## config.mk

```make
export PLATFORM = sky130hd
export DESIGN_NAME = addressable_latch_demux
export DESIGN_NICKNAME = d
export VERILOG_FILES = /design/src/rtl/addr_latch_pkg.sv /design/src/rtl/addr_latch_ctrl.sv /design/src/rtl/addr_latch_bank.sv /design/src/rtl/addressable_latch_demux.sv
export SDC_FILE = /design/constraint.sdc
export NUM_CORES = 1
export LEC_CHECK = 0
export BUFFER_PORTS_ARGS = -buffer_cell sky130_fd_sc_hd__buf_2
export CORE_AREA = 10 10 47 49
export CTS_BUF_LIST = sky130_fd_sc_hd__clkbuf_8
export DETAILED_ROUTE_END_ITERATION = 6
export DIE_AREA = 0 0 57 59
export HOLD_SLACK_MARGIN = 0.1
export PLACE_DENSITY_LB_ADDON = 0.08
export SYNTH_ARGS = -nofsm -noshare
export SYNTH_HDL_FRONTEND = slang
export SYNTH_SLANG_ARGS = --single-unit
```

## constraint.sdc

```tcl
create_clock -name clk -period 0.8 [get_ports clk]
set_input_delay 0.04 -clock clk [delete_from_list [all_inputs] [get_ports clk]]
set_output_delay 0.04 -clock clk [all_outputs]
set_load 0.01 [all_outputs]
```

## src/rtl/addr_latch_pkg.sv

```systemverilog
package addr_latch_pkg;
  // Strobes from the mode decoder to the cell bank
  typedef struct packed {
    logic writeSel;   // addressed cell loads dataIn
    logic clearRest;  // non-addressed cells are zeroed
    logic clearAll;   // every cell is zeroed
  } cellStrobe_t;
endpackage

```

## src/rtl/addr_latch_ctrl.sv

```systemverilog
module addr_latch_ctrl
  import addr_latch_pkg::*;
#(
  parameter int ADDR_W = 3
) (
  input  logic              clk,
  input  logic              enableN,
  input  logic              clearN,
  input  logic [ADDR_W-1:0] addrIn,
  output cellStrobe_t       strobe
);
  logic writeMode;
  logic armed;

  assign writeMode        = !enableN && clearN;
  assign strobe.writeSel  = !enableN;
  assign strobe.clearRest = !enableN && !clearN;
  assign strobe.clearAll  = enableN && !clearN;

  // Checking starts once the bank has seen a clear
  always_ff @(posedge clk) begin
    armed <= armed | strobe.clearAll;
  end

  // address moves by at most one bit between back-to-back write cycles
  assert_addr_step_R8: assert property (@(posedge clk) disable iff (!armed)
    (writeMode && $past(writeMode)) |-> ($countones(addrIn ^ $past(addrIn)) <= 1));
endmodule

```

## src/rtl/addr_latch_bank.sv

```systemverilog
module addr_latch_bank
  import addr_latch_pkg::*;
#(
  parameter int ADDR_W = 3
) (
  input  logic                   clk,
  input  cellStrobe_t            strobe,
  input  logic [ADDR_W-1:0]      addrIn,
  input  logic                   dataIn,
  output logic [(1<<ADDR_W)-1:0] cells
);
  localparam int CELLS = 1 << ADDR_W;

  logic [CELLS-1:0] hitVec;
  logic             armed;

  always_comb begin
    hitVec = '0;
    hitVec[addrIn] = 1'b1;
  end

  for (genvar i = 0; i < CELLS; i++) begin : g_cell
    logic cellQ;
    always_ff @(posedge clk) begin
      if (strobe.clearAll)
        cellQ <= 1'b0;
      else if (strobe.writeSel && hitVec[i])
        cellQ <= dataIn;
      else if (strobe.clearRest)
        cellQ <= 1'b0;
    end
    assign cells[i] = cellQ;
  end

  always_ff @(posedge clk) begin
    armed <= armed | strobe.clearAll;
  end

  // clear empties the bank
  assert_clear_all_R1: assert property (@(posedge clk) disable iff (!armed)
    strobe.clearAll |=> (cells == '0));

  // write changes only the addressed cell
  assert_write_one_R2: assert property (@(posedge clk) disable iff (!armed)
    (strobe.writeSel && !strobe.clearRest) |=>
      ((cells[$past(addrIn)] == $past(dataIn)) &&
       ((cells & ~(CELLS'(1) << $past(addrIn))) ==
        ($past(cells) & ~(CELLS'(1) << $past(addrIn))))));

  // hold keeps every cell
  assert_hold_stable_R3: assert property (@(posedge clk) disable iff (!armed)
    (!strobe.writeSel && !strobe.clearAll) |=> $stable(cells));

  // decode gives a data-qualified one-hot pattern
  assert_decode_onehot_R4: assert property (@(posedge clk) disable iff (!armed)
    strobe.clearRest |=>
      ($onehot0(cells) && (cells == (CELLS'($past(dataIn)) << $past(addrIn)))));
endmodule

```

## src/rtl/addressable_latch_demux.sv

```systemverilog
module addressable_latch_demux
  import addr_latch_pkg::*;
#(
  parameter int ADDR_W = 3
) (
  input  logic                   clk,
  input  logic                   dataIn,
  input  logic [ADDR_W-1:0]      addrIn,
  input  logic                   enableN,
  input  logic                   clearN,
  output logic [(1<<ADDR_W)-1:0] cellsOut
);
  cellStrobe_t strobe;

  addr_latch_ctrl #(.ADDR_W(ADDR_W)) u_ctrl (
    .clk     (clk),
    .enableN (enableN),
    .clearN  (clearN),
    .addrIn  (addrIn),
    .strobe  (strobe)
  );

  addr_latch_bank #(.ADDR_W(ADDR_W)) u_bank (
    .clk    (clk),
    .strobe (strobe),
    .addrIn (addrIn),
    .dataIn (dataIn),
    .cells  (cellsOut)
  );
endmodule

```

## Word level (Yosys, flattened, before mapping)

Index checks and enable logic that the tools add are counted.

- Magnitude comparators: 2
- Muxes and demuxes: 11
- Reduce and logical (&&, ||, !) cells: 21

Operators with widths:

| operator | count |
|---|---|
| $reduce_bool A2 Y1 | 8 |
| $logic_and A1 B1 Y1 | 11 |
| $mux W1 | 10 |
| $lt A3 B4 Y1 const B | 1 |
| $demux W1 S3 | 1 |
| $ge A3 B1 Y1 const B | 1 |
| $logic_not A1 Y1 | 2 |

- Register bits: 8
- Bits of input ports: 7
- Output and inout bits: 8
- Logic and storage cells: 42

## Longest topological paths before layout

Gate-level depths: netlist of run 1.

- Word-level depth: 6
- Gate-level depth with buffers: 3
- Depth with buffers taken out: 2

## Hierarchy

From an unflattened synthesis of run 1, not the netlist that was laid out.

- Cell total of the unflattened synthesis: 45
- Area, all modules: 483.0 sq um

Modules (own cells, without submodules):

| module | times used | cells an instance | area each (sq um) | seq. area each (sq um) |
|---|---|---|---|---|
| addr_latch_bank | 1 | 42 | 466.7 | 160.2 |
| addr_latch_ctrl | 1 | 3 | 16.3 | 0.0 |

## Worst setup path before layout of run 1

Ideal clock, no wire load.

- Path kind: input to register
- Start: input port enableN
- End: register u_bank.g_cell[1].cellQ
- Setup time: 72 ps
- Data arrival time: 574 ps
- Required time: 728 ps
- Setup slack: 154 ps
- Stages on the path: 2
- Buffers on the path: 0
- Path through: nor4b_1 mux2i_1

- Longest elaborated chain between the ends: 3
- Elaborated cells between the ends (all ways): 6
- Classes of those cells: mux: 1; reduce/logical: 5

Ends and longest elaborated chain:

| item | line | source |
|---|---|---|
| start: declaration | addressable_latch_demux.sv:9 | `input logic enableN,` |
| $logic_not A1 Y1 | addr_latch_ctrl.sv:16, addr_latch_ctrl.sv:17 |  |
| $logic_and A1 B1 Y1, on equally long branches | addr_latch_bank.sv:27, addr_latch_ctrl.sv:17 |  |
| $mux W1 or $reduce_bool A2 Y1 (tied branches) | -- |  |
| end signal: assignment | addr_latch_bank.sv:28 | `cellQ <= dataIn;` |
| end: declaration | addr_latch_bank.sv:23 | `logic cellQ;` |

Several ways; a longest one is shown, not always the timed one.
A chain may end at the register's enable or synchronous reset.

## Worst setup path in the final report of run 1

- Start: register u_bank.g_cell[3].cellQ
- End: output port cellsOut[3]

RTL lines:

| item | line | source |
|---|---|---|
| start: declaration | addr_latch_bank.sv:23 |  |
| start signal: assignment | addr_latch_bank.sv:28 |  |
| end: declaration | addressable_latch_demux.sv:11 | `output logic [(1<<ADDR_W)-1:0] cellsOut` |

No word-level cell between the ends.

==> results of run 1 <==
final timing paths:
path | to | depth (start not counted) | startpoint | slack [ns]
min | u_bank.g_cell[0].cellQ | 3 | clearN | 0.14
min reg2reg | u_bank.g_cell[2].cellQ | 2 | u_bank.g_cell[2].cellQ | 0.45
max | cellsOut[3] | 1 | u_bank.g_cell[3].cellQ | 0.07
max reg2reg | u_bank.g_cell[6].cellQ | 2 | u_bank.g_cell[6].cellQ | 0.22
cell usage in the layout (no fill, tap or decap):
cell type / count
buf_4: 5
mux2i_1: 8
buf_2: 14
nand2_1: 8
nor4b_1: 3
clkbuf_8: 3
and4bb_1: 3
nand4b_1: 1
dfxtp_1: 8
inv_1: 1
nor4_1: 1
metal layers:
layer  GRT usage [%]  vias up  part of all wire, %
li1                -      166                    -
met1            4.31      158                   36
met2            11.3        6                   57
met3            3.22        0                  6.8
met4            5.03        0                    0
met5               0        -                    0
cell families (layout without fill, tap and decap cells):
family / Yosys count / count (layout)
buffers and inverters: 10 / 23
flip-flops: 8 / 8
AND/OR/NAND/NOR: 16 / 16
multiplexers: 8 / 8
layout make-up:
| class | instances | area share (%) |
|---|---|---|
| Tap cell | 16 | 3.84 |
| Inverter | 1 | 0.719 |
| Timing Repair Buffer | 19 | 20.6 |
| Sequential cell | 8 | 30.7 |
| Clock buffer | 3 | 7.91 |
| Multi-Input combinational cell | 24 | 36.2 |
power groups by stage:
stage | Sequential (uW) | Clock (uW) | Combinational, uW
after floorplan | 428 | 0 | 66.9
after global placement | 428 | 0 | 113
after detailed placement | 429 | 0 | 117
after CTS | 422 | 501 | 117
after global routing | 423 | 535 | 125
final | 422 | 482 | 115
through the flow:
| stage | instances | hold slack, ns | instance area [um^2] | TNS, ns |
|---|---|---|---|---|
| 6_report | 71 | 0.144 | 522 | 0 |
| 5_1_grt | 71 | 0.153 | 522 | 0 |
| 4_1_cts | 71 | 0.146 | 522 | 0 |
| 3_5_place_dp | 68 | 0.382 | 480 | -0.305 |
| 3_3_place_gp | 68 | 0.374 | 480 | -0.143 |
| 2_1_floorplan | 42 | 0.227 | 417 | 0 |
==> flow_metrics.env, run 1 <==
export IMPL_run_status="finished, final reports clean"
export IMPL_power_internal_uw=799
export IMPL_critPathLaunchType="register"
export IMPL_cp_required_ns=0.76
export IMPL_ys_seq_elements=8
export IMPL_critical_path_class="reg2out"
export IMPL_netlist_top_cells_count="8 x buf_4, 8 x dfxtp_1, 8 x mux2i_1, 8 x nand2_1"
export IMPL_period_needed_ns=0.727
export IMPL_synth_warnings=0
export IMPL_vias=330
export IMPL_start_util_pct=29.7
export IMPL_synthArstFlopShare_pct=0
export IMPL_synthAdderAreaFrac_pct=0
export IMPL_port_buffer_count=14
export IMPL_synth_top_area_share_pct=38.4
export IMPL_htree_levels=1
export IMPL_critPathBufInv=1
export IMPL_wirelength_um=970
export IMPL_cts_buffer_depth=2
export IMPL_nets=64
export IMPL_ff_latch_area_um2=160
export IMPL_grt_max_degree=9
export IMPL_multi_input_area_um2=189
export IMPL_synthXorXnorAreaFrac_pct=0
export IMPL_crit_arrival_ns=0.69
export IMPL_top_register="u_bank.g_cell.cellQ"
export IMPL_synth_cell_type_count=10
export IMPL_clock_sinks=8
export IMPL_cts_setup_buffers=0
export IMPL_core_rowCount=14
export IMPL_setup_ws_ns=0.0733
export IMPL_synth_compound_area_share_pct=0
export IMPL_fmax_ghz=1.38
export IMPL_synth_area_leader_cell="dfxtp_1"
export IMPL_gp_congestion=0.651
export IMPL_track_usage_pct=6.02
export IMPL_path_delay_family="flip-flops"
export IMPL_hold_class="in2reg"
export IMPL_post_dp_hpwl_um=770
export IMPL_worst_skew_pair_late_latency_ns=0.23
export IMPL_path_max_fanout=2
export IMPL_netlist_area_um2=417
export IMPL_sw_frac_of_total_pct=21.6
export IMPL_post_drt_wl_per_cell_um=13.7
export IMPL_ys_flop_type="dfxtp_1"
export IMPL_cp_cell_sequence="buf_2"
export IMPL_power_uw=1020
export IMPL_synth_area_leaders="dfxtp_1 38%, mux2i_1 19%, buf_4 14%"
export IMPL_syn_area_per_cell_um2=9.92
export IMPL_nFillCells=151
export IMPL_synth_edff_count=0
export IMPL_die_area_mm2=0.00336
export IMPL_cts_root_buffer="clkbuf_8"
export IMPL_utilization_pct=37.2
export IMPL_drc=0
export IMPL_synth_simple_area_share_pct=26.1
export IMPL_path_clk_slew_ns=0.04
export IMPL_diodes=0
export IMPL_max_cap_violations=0
export IMPL_muxShareOfSynthArea_pct=19.2
export IMPL_postSynthCellCount=42
export IMPL_area_growth_pct=25.2
export IMPL_finalSetupViolations=0
export IMPL_largest_reg_flops=8
export IMPL_core_mm2=0.00140
export IMPL_finClkSkew_ns=0
export IMPL_synth_top_family_by_area="simple AND/OR/NAND/NOR gates"
export IMPL_top_regs="u_bank.g_cell.cellQ x8"
export IMPL_grt_pass1_vias=377
export IMPL_critPathCaptureType="output port"
export IMPL_vias_per_cell=4.65
export IMPL_drive_gt1_share_pct=40.0
export IMPL_syn_nets=49
export IMPL_period_share_pct=90.8
export IMPL_cts_resized=0
export IMPL_cts_buffers=3
export IMPL_slew_headroom_pct=74.6
export IMPL_fp_dieW_um=57
export IMPL_hold_viol_final=0
export IMPL_slew_viol_final=0
export IMPL_p_leak_uw=0.000242
export IMPL_grt_remaining_overflow=0
export IMPL_dp_slack_ns=-0.111
export IMPL_worstMarginPinSlew_ns=0.376
export IMPL_combPwrFrac_pct=11.3
export IMPL_die_h_um=59
export IMPL_cp_slowest_stage_delay_ns=0.33
export IMPL_rsz0062_at_grt="false"
export IMPL_ant_nets=0
export IMPL_grt_pass1_wl_um=1500
export IMPL_drt_initial_drc_count=2
export IMPL_ios=15
export IMPL_cp_slowest_cell="dfxtp_1"
export IMPL_antenna_found_initial=0
export IMPL_drt_first_pass_iters=2
export IMPL_switching_power_uw=221
export IMPL_p_per_area_mw_per_mm2=1950
export IMPL_ys_seq_area_share_pct=38.4
export IMPL_irDropWorstVdd_v=0.000842
export IMPL_cts_hold_buf=0
export IMPL_tritoncts="yes"
export IMPL_clkPwrFrac_pct=47.3
export IMPL_p_seq_share_pct=41.4
Power figures use the tool's default switching activity.
==> inputs of run 2 (changes only) <==
clock period = 0.9 ns   (was 0.8 ns; I/O delays follow)
==> run 2 against run 1 <==
  * Sequential share of layout area rose by 2.4 points
  * Hold slack improved by 0.0019 ns
  * Clock skew stayed put
  * Clock power shrank 11%
  * Critical path depth did not move
  * Combinational power fell by 26%
  * Core utilization down 2.7 points
  * Power down 13%
==> flow_metrics.env, run 2 (same netlist as run 1, synthesis figures left out) <==
export IMPL_final_common_cell="buf_2"
export IMPL_cp_slowest_stage_delay_ns=0.33
export IMPL_irDropWorstVdd_v=0.000728
export IMPL_tritoncts="yes"
export IMPL_slew_headroom_pct=69.4
export IMPL_rsz0062_at_grt="false"
export IMPL_final_setup_tns_ns=0
export IMPL_clock_sinks=8
export IMPL_grt_pass1_wl_um=1510
export IMPL_power_uw=891
export IMPL_cts_buffer_depth=2
export IMPL_critPathBufInv=1
export IMPL_cp_required_ns=0.85
export IMPL_top_register="u_bank.g_cell.cellQ"
export IMPL_core_mm2=0.00140
export IMPL_top_regs="u_bank.g_cell.cellQ x8"
export IMPL_wirelength_um=886
export IMPL_path_delay_family="flip-flops"
export IMPL_period_needed_ns=0.735
export IMPL_area_growth_pct=16.2
export IMPL_ios=15
export IMPL_grt_max_degree=9
export IMPL_worst_skew_pair_late_latency_ns=0.23
export IMPL_whs_ns=0.146
export IMPL_path_max_fanout=2
export IMPL_slew_viol_final=0
export IMPL_start_util_pct=29.7
export IMPL_vias=314
export IMPL_cts_buffers=3
export IMPL_fp_dieW_um=57
export IMPL_die_area_mm2=0.00336
export IMPL_cts_resized=0
export IMPL_crit_arrival_ns=0.69
export IMPL_die_h_um=59
export IMPL_drive_gt1_share_pct=34.0
export IMPL_cp_cell_sequence="buf_2"
export IMPL_critPathLaunchType="register"
export IMPL_p_per_area_mw_per_mm2=1840
export IMPL_drt_initial_drc_count=0
export IMPL_path_clk_slew_ns=0.04
export IMPL_htree_levels=1
export IMPL_finClkSkew_ns=0
export IMPL_gp_congestion=0.628
export IMPL_port_buffer_count=14
export IMPL_post_drt_wl_per_cell_um=13.4
export IMPL_hold_viol_final=0
export IMPL_drt_first_pass_iters=1
export IMPL_drc=0
export IMPL_run_status="finished, final reports clean"
export IMPL_cp_slowest_cell="dfxtp_1"
export IMPL_vias_per_cell=4.76
export IMPL_cts_root_buffer="clkbuf_8"
export IMPL_setup_ws_ns=0.165
export IMPL_critical_path_class="reg2out"
export IMPL_period_share_pct=81.7
export IMPL_cts_setup_buffers=0
export IMPL_antenna_found_initial=0
export IMPL_track_usage_pct=5.98
export IMPL_p_leak_uw=0.000218
export IMPL_ant_nets=0
export IMPL_largest_reg_flops=8
export IMPL_dp_slack_ns=-0.0350
export IMPL_critPathCaptureType="output port"
export IMPL_utilization_pct=34.6
export IMPL_worstMarginPinSlew_ns=0.452
export IMPL_nets=59
export IMPL_grt_pass1_vias=326
export IMPL_final_cell_mix="14 x buf_2, 8 x nand2_1, 8 x mux2i_1, 8 x dfxtp_1"
export IMPL_finalSetupViolations=0
export IMPL_diodes=0
export IMPL_nFillCells=152
export IMPL_fmax_ghz=1.36
export IMPL_max_cap_violations=0
export IMPL_hold_class="in2reg"
export IMPL_cts_hold_buf=0
export IMPL_core_rowCount=14
export IMPL_grt_remaining_overflow=0
export IMPL_post_dp_hpwl_um=677
## run 2: cell types whose count changed in the layout (fill, tap and decap cells not counted)
cell	before	now
buf_4	5	0
## run 2: cell type report
type | instances | area (um^2) | share of cell area [%]
inverter | 1 | 3.75 | 0.775
tap | 16 | 20.0 | 4.13
timing repair buffer | 14 | 70.1 | 14.5
clock buffer | 3 | 41.3 | 8.53
sequential | 8 | 160 | 33.1
multi-input combinational | 24 | 189 | 39.0
## run 2: metrics by stage
step / std cells / instance area (um^2)
CTS: 66 / 484
global route: 66 / 484
floorplan: 42 / 417
detailed placement: 63 / 443
finish: 66 / 484
global placement: 63 / 443
## run 2: final timing paths
kind,from,slack (ns),cells after the start,endpoint
hold / removal,clearN,0.15,3,u_bank.g_cell[1].cellQ
setup / recovery,u_bank.g_cell[3].cellQ,0.16,1,cellsOut[3]
setup reg to reg,u_bank.g_cell[4].cellQ,0.33,2,u_bank.g_cell[4].cellQ
hold reg to reg,u_bank.g_cell[1].cellQ,0.46,2,u_bank.g_cell[1].cellQ
## run 2: where the power goes
| group | total [uW] | leakage, uW | switching, uW | internal [uW] |
|---|---|---|---|---|
| sequential | 375 | 0.0000651 | 6.04 | 369 |
| clock | 431 | 0.0000216 | 141 | 290 |
| combinational | 85.2 | 0.000131 | 47.5 | 37.7 |
## run 2: metal layers
layer | global-route usage, % | up-vias | share of wire, %
met4 | 5.03 | 0 | 3.3
met3 | 4.51 | 5 | 10
met2 | 9.15 | 13 | 51
li1 | - | 156 | -
met1 | 5.14 | 140 | 35
met5 | 0 | - | 0
==> inputs of run 3 (changes only) <==
ABC_AREA = 1   (was not set)
clock period = 0.8 ns   (was 0.9 ns; I/O delays follow)
==> run 3 against run 2 <==
  * Die area did not move
  * Clock-buffer cell count stayed put
  * Via count is 46% higher
  * Non-clock buffer count rose by 3
  * Critical path type unchanged
  * Largest power group unchanged
==> flow_metrics.env, run 3 <==
export IMPL_drc=0
export IMPL_clkPwrFrac_pct=44.7
export IMPL_critPathCaptureType="output port"
export IMPL_timing_rr_end="u_bank.g_cell[2].cellQ"
export IMPL_sw_frac_of_total_pct=24.5
export IMPL_r2r_start="u_bank.g_cell[2].cellQ"
export IMPL_die_area_mm2=0.00336
export IMPL_syn_area_per_cell_um2=5.93
export IMPL_slew_viol_final=0
export IMPL_htree_levels=1
export IMPL_fin_area_um2=574
export IMPL_path_delay_family="flip-flops"
export IMPL_ant_nets=0
export IMPL_synth_edff_count=0
export IMPL_max_cap_violations=0
export IMPL_rrSetupSlack_ns=0.15
export IMPL_synth_compound_area_share_pct=3.13
export IMPL_vias=459
export IMPL_cp_slowest_stage_delay_ns=0.32
export IMPL_track_usage_pct=7.16
export IMPL_core_rowCount=14
export IMPL_start_util_pct=34.3
export IMPL_finalSetupViolations=0
export IMPL_synth_simple_area_share_pct=40.1
export IMPL_critical_path_class="reg2out"
export IMPL_port_buffer_count=14
export IMPL_timing_hold_worst_endpoint="u_bank.g_cell[0].cellQ"
export IMPL_reg2reg_depth=4
export IMPL_cp_depth=1
export IMPL_synth_top_family_by_area="simple AND/OR/NAND/NOR gates"
export IMPL_utilization_pct=41.0
export IMPL_cp_slowest_cell="dfxtp_1"
export IMPL_cts_root_buffer="clkbuf_8"
export IMPL_critPathBufInv=1
export IMPL_min_from="addrIn[1]"
export IMPL_synthAdderAreaFrac_pct=0
export IMPL_finClkSkew_ns=0
export IMPL_hold_depth=4
export IMPL_gp_congestion=0.798
export IMPL_vias_per_cell=4.21
export IMPL_fp_dieW_um=57
export IMPL_path_max_fanout=2
export IMPL_slew_headroom_pct=82.5
export IMPL_antenna_found_initial=0
export IMPL_synth_area_leader_cell="dfxtp_1"
export IMPL_power_uw=1080
export IMPL_crit_arrival_ns=0.68
export IMPL_synthArstFlopShare_pct=0
export IMPL_switching_power_uw=265
export IMPL_hold_viol_final=0
export IMPL_cts_buffers=3
export IMPL_worst_skew_pair_late_latency_ns=0.22
export IMPL_dp_cells=106
export IMPL_area_growth_pct=19.5
export IMPL_tritoncts="yes"
export IMPL_synth_area_leaders="dfxtp_1 33%, nor2_1 16%, nand2_1 14%"
export IMPL_worstMarginPinSlew_ns=0.261
export IMPL_run_status="finished, final reports clean"
export IMPL_largest_reg_flops=8
export IMPL_clock_sinks=8
export IMPL_period_needed_ns=0.720
export IMPL_irDropWorstVdd_v=0.000759
export IMPL_grt_pass1_vias=474
export IMPL_cts_buffer_depth=2
export IMPL_post_dp_hpwl_um=899
export IMPL_diodes=0
export IMPL_syn_nets=88
export IMPL_synth_top_area_share_pct=33.3
export IMPL_final_cell_mix="21 x nor2_1, 18 x nand2_1, 14 x inv_1, 14 x buf_2"
export IMPL_cts_hold_buf=0
export IMPL_ios=15
export IMPL_fin_cells=109
export IMPL_drt_initial_drc_count=5
export IMPL_grt_pass1_wl_um=1920
export IMPL_ys_flop_type="dfxtp_1"
export IMPL_ys_seq_area_share_pct=33.3
export IMPL_nets=102
export IMPL_cp_cell_sequence="buf_2"
export IMPL_postSynthCellCount=81
export IMPL_fmax_ghz=1.39
export IMPL_muxShareOfSynthArea_pct=0
export IMPL_p_leak_uw=0.000336
export IMPL_final_common_cell="nor2_1"
export IMPL_placed_area_um2=533
export IMPL_nFillCells=166
export IMPL_combPwrFrac_pct=15.3
export IMPL_cts_setup_buffers=0
export IMPL_core_mm2=0.00140
export IMPL_post_drt_wl_per_cell_um=10.2
export IMPL_wirelength_um=1110
export IMPL_cp_required_ns=0.76
export IMPL_p_per_area_mw_per_mm2=1880
export IMPL_die_h_um=59
export IMPL_synth_most_common_cell="nor2_1"
export IMPL_rsz0062_at_grt="false"
export IMPL_hold_class="in2reg"
export IMPL_drt_first_pass_iters=4
export IMPL_path_clk_slew_ns=0.04
export IMPL_final_setup_tns_ns=0
export IMPL_ys_seq_elements=8
export IMPL_synth_warnings=0
export IMPL_netlist_area_um2=480
export IMPL_netlist_top_cells_count="21 x nor2_1, 18 x nand2_1, 14 x inv_1"
export IMPL_period_share_pct=90.0
export IMPL_p_seq_share_pct=40.0
export IMPL_drive_gt1_share_pct=21.5
export IMPL_top_regs="u_bank.g_cell.cellQ x8"
export IMPL_synth_cell_type_count=8
export IMPL_grt_max_degree=9
export IMPL_grt_remaining_overflow=0
export IMPL_synthXorXnorAreaFrac_pct=0
export IMPL_cts_resized=0
export IMPL_power_internal_uw=816
export IMPL_top_register="u_bank.g_cell.cellQ"
export IMPL_critPathLaunchType="register"
run 3: cell count changes after synthesis, sizes merged, moves of 3 or more:
cell	before	now
mux2i	8	0
nand2	8	18
nor2	0	21
o21ai	0	3
and4bb	3	0
nand3	0	8
nor4b	3	0
inv	1	14
run 3: per-stage QoR:
step,setup WS [ns],hold WS [ns]
after CTS,0.0728,0.180
after global routing,0.0278,0.237
after global placement,0.0363,0.411
after detailed placement,0.0391,0.411
final,0.0802,0.182
after floorplan,0.193,0.182
run 3: cell families (layout without fill, tap and decap cells):
| group | after synthesis | after routing |
|---|---|---|
| compound gates | 3 | 3 |
| buf+inv | 22 | 34 |
| flops | 8 | 8 |
| simple gates | 48 | 48 |
run 3: metal layers:
| layer | vias to the layer above | share of wire [%] | GRT usage (%) |
|---|---|---|---|
| met2 | 11 | 43 | 10.2 |
| met4 | 0 | 1.6 | 5.03 |
| met1 | 188 | 47 | 8.05 |
| li1 | 258 | - | - |
| met5 | - | 0 | 0 |
| met3 | 2 | 7.7 | 3.65 |
run 3: cell type report:
type / count / area (um^2) / area share [%]
clock buffers: 3 / 41.3 / 7.19
multi-input cells: 51 / 208 / 36.2
flip-flops and latches: 8 / 160 / 27.9
repair buffers: 17 / 92.6 / 16.1
well taps: 16 / 20.0 / 3.49
inverters: 14 / 52.6 / 9.15
run 3: how the worst max path moves through the flow:
| stage | from | to | slack [ns] |
|---|---|---|---|
| 6_report | u_bank.g_cell[0].cellQ | cellsOut[0] | 0.08 |
| 5_1_grt | u_bank.g_cell[6].cellQ | u_bank.g_cell[6].cellQ | 0.03 |
| 4_1_cts | u_bank.g_cell[4].cellQ | cellsOut[4] | 0.07 |
| 3_5_place_dp | enableN | u_bank.g_cell[0].cellQ | 0.04 |
| 3_3_place_gp | enableN | u_bank.g_cell[0].cellQ | 0.04 |
| 2_1_floorplan | u_bank.g_cell[2].cellQ | u_bank.g_cell[2].cellQ | 0.19 |
run 3: power groups by stage:
stage,Sequential (uW),Clock (uW),Combinational (uW)
after global placement,439,0,168
after floorplan,439,0,122
final,433,483,165
after global routing,435,527,192
after CTS,433,497,170
after detailed placement,440,0,168
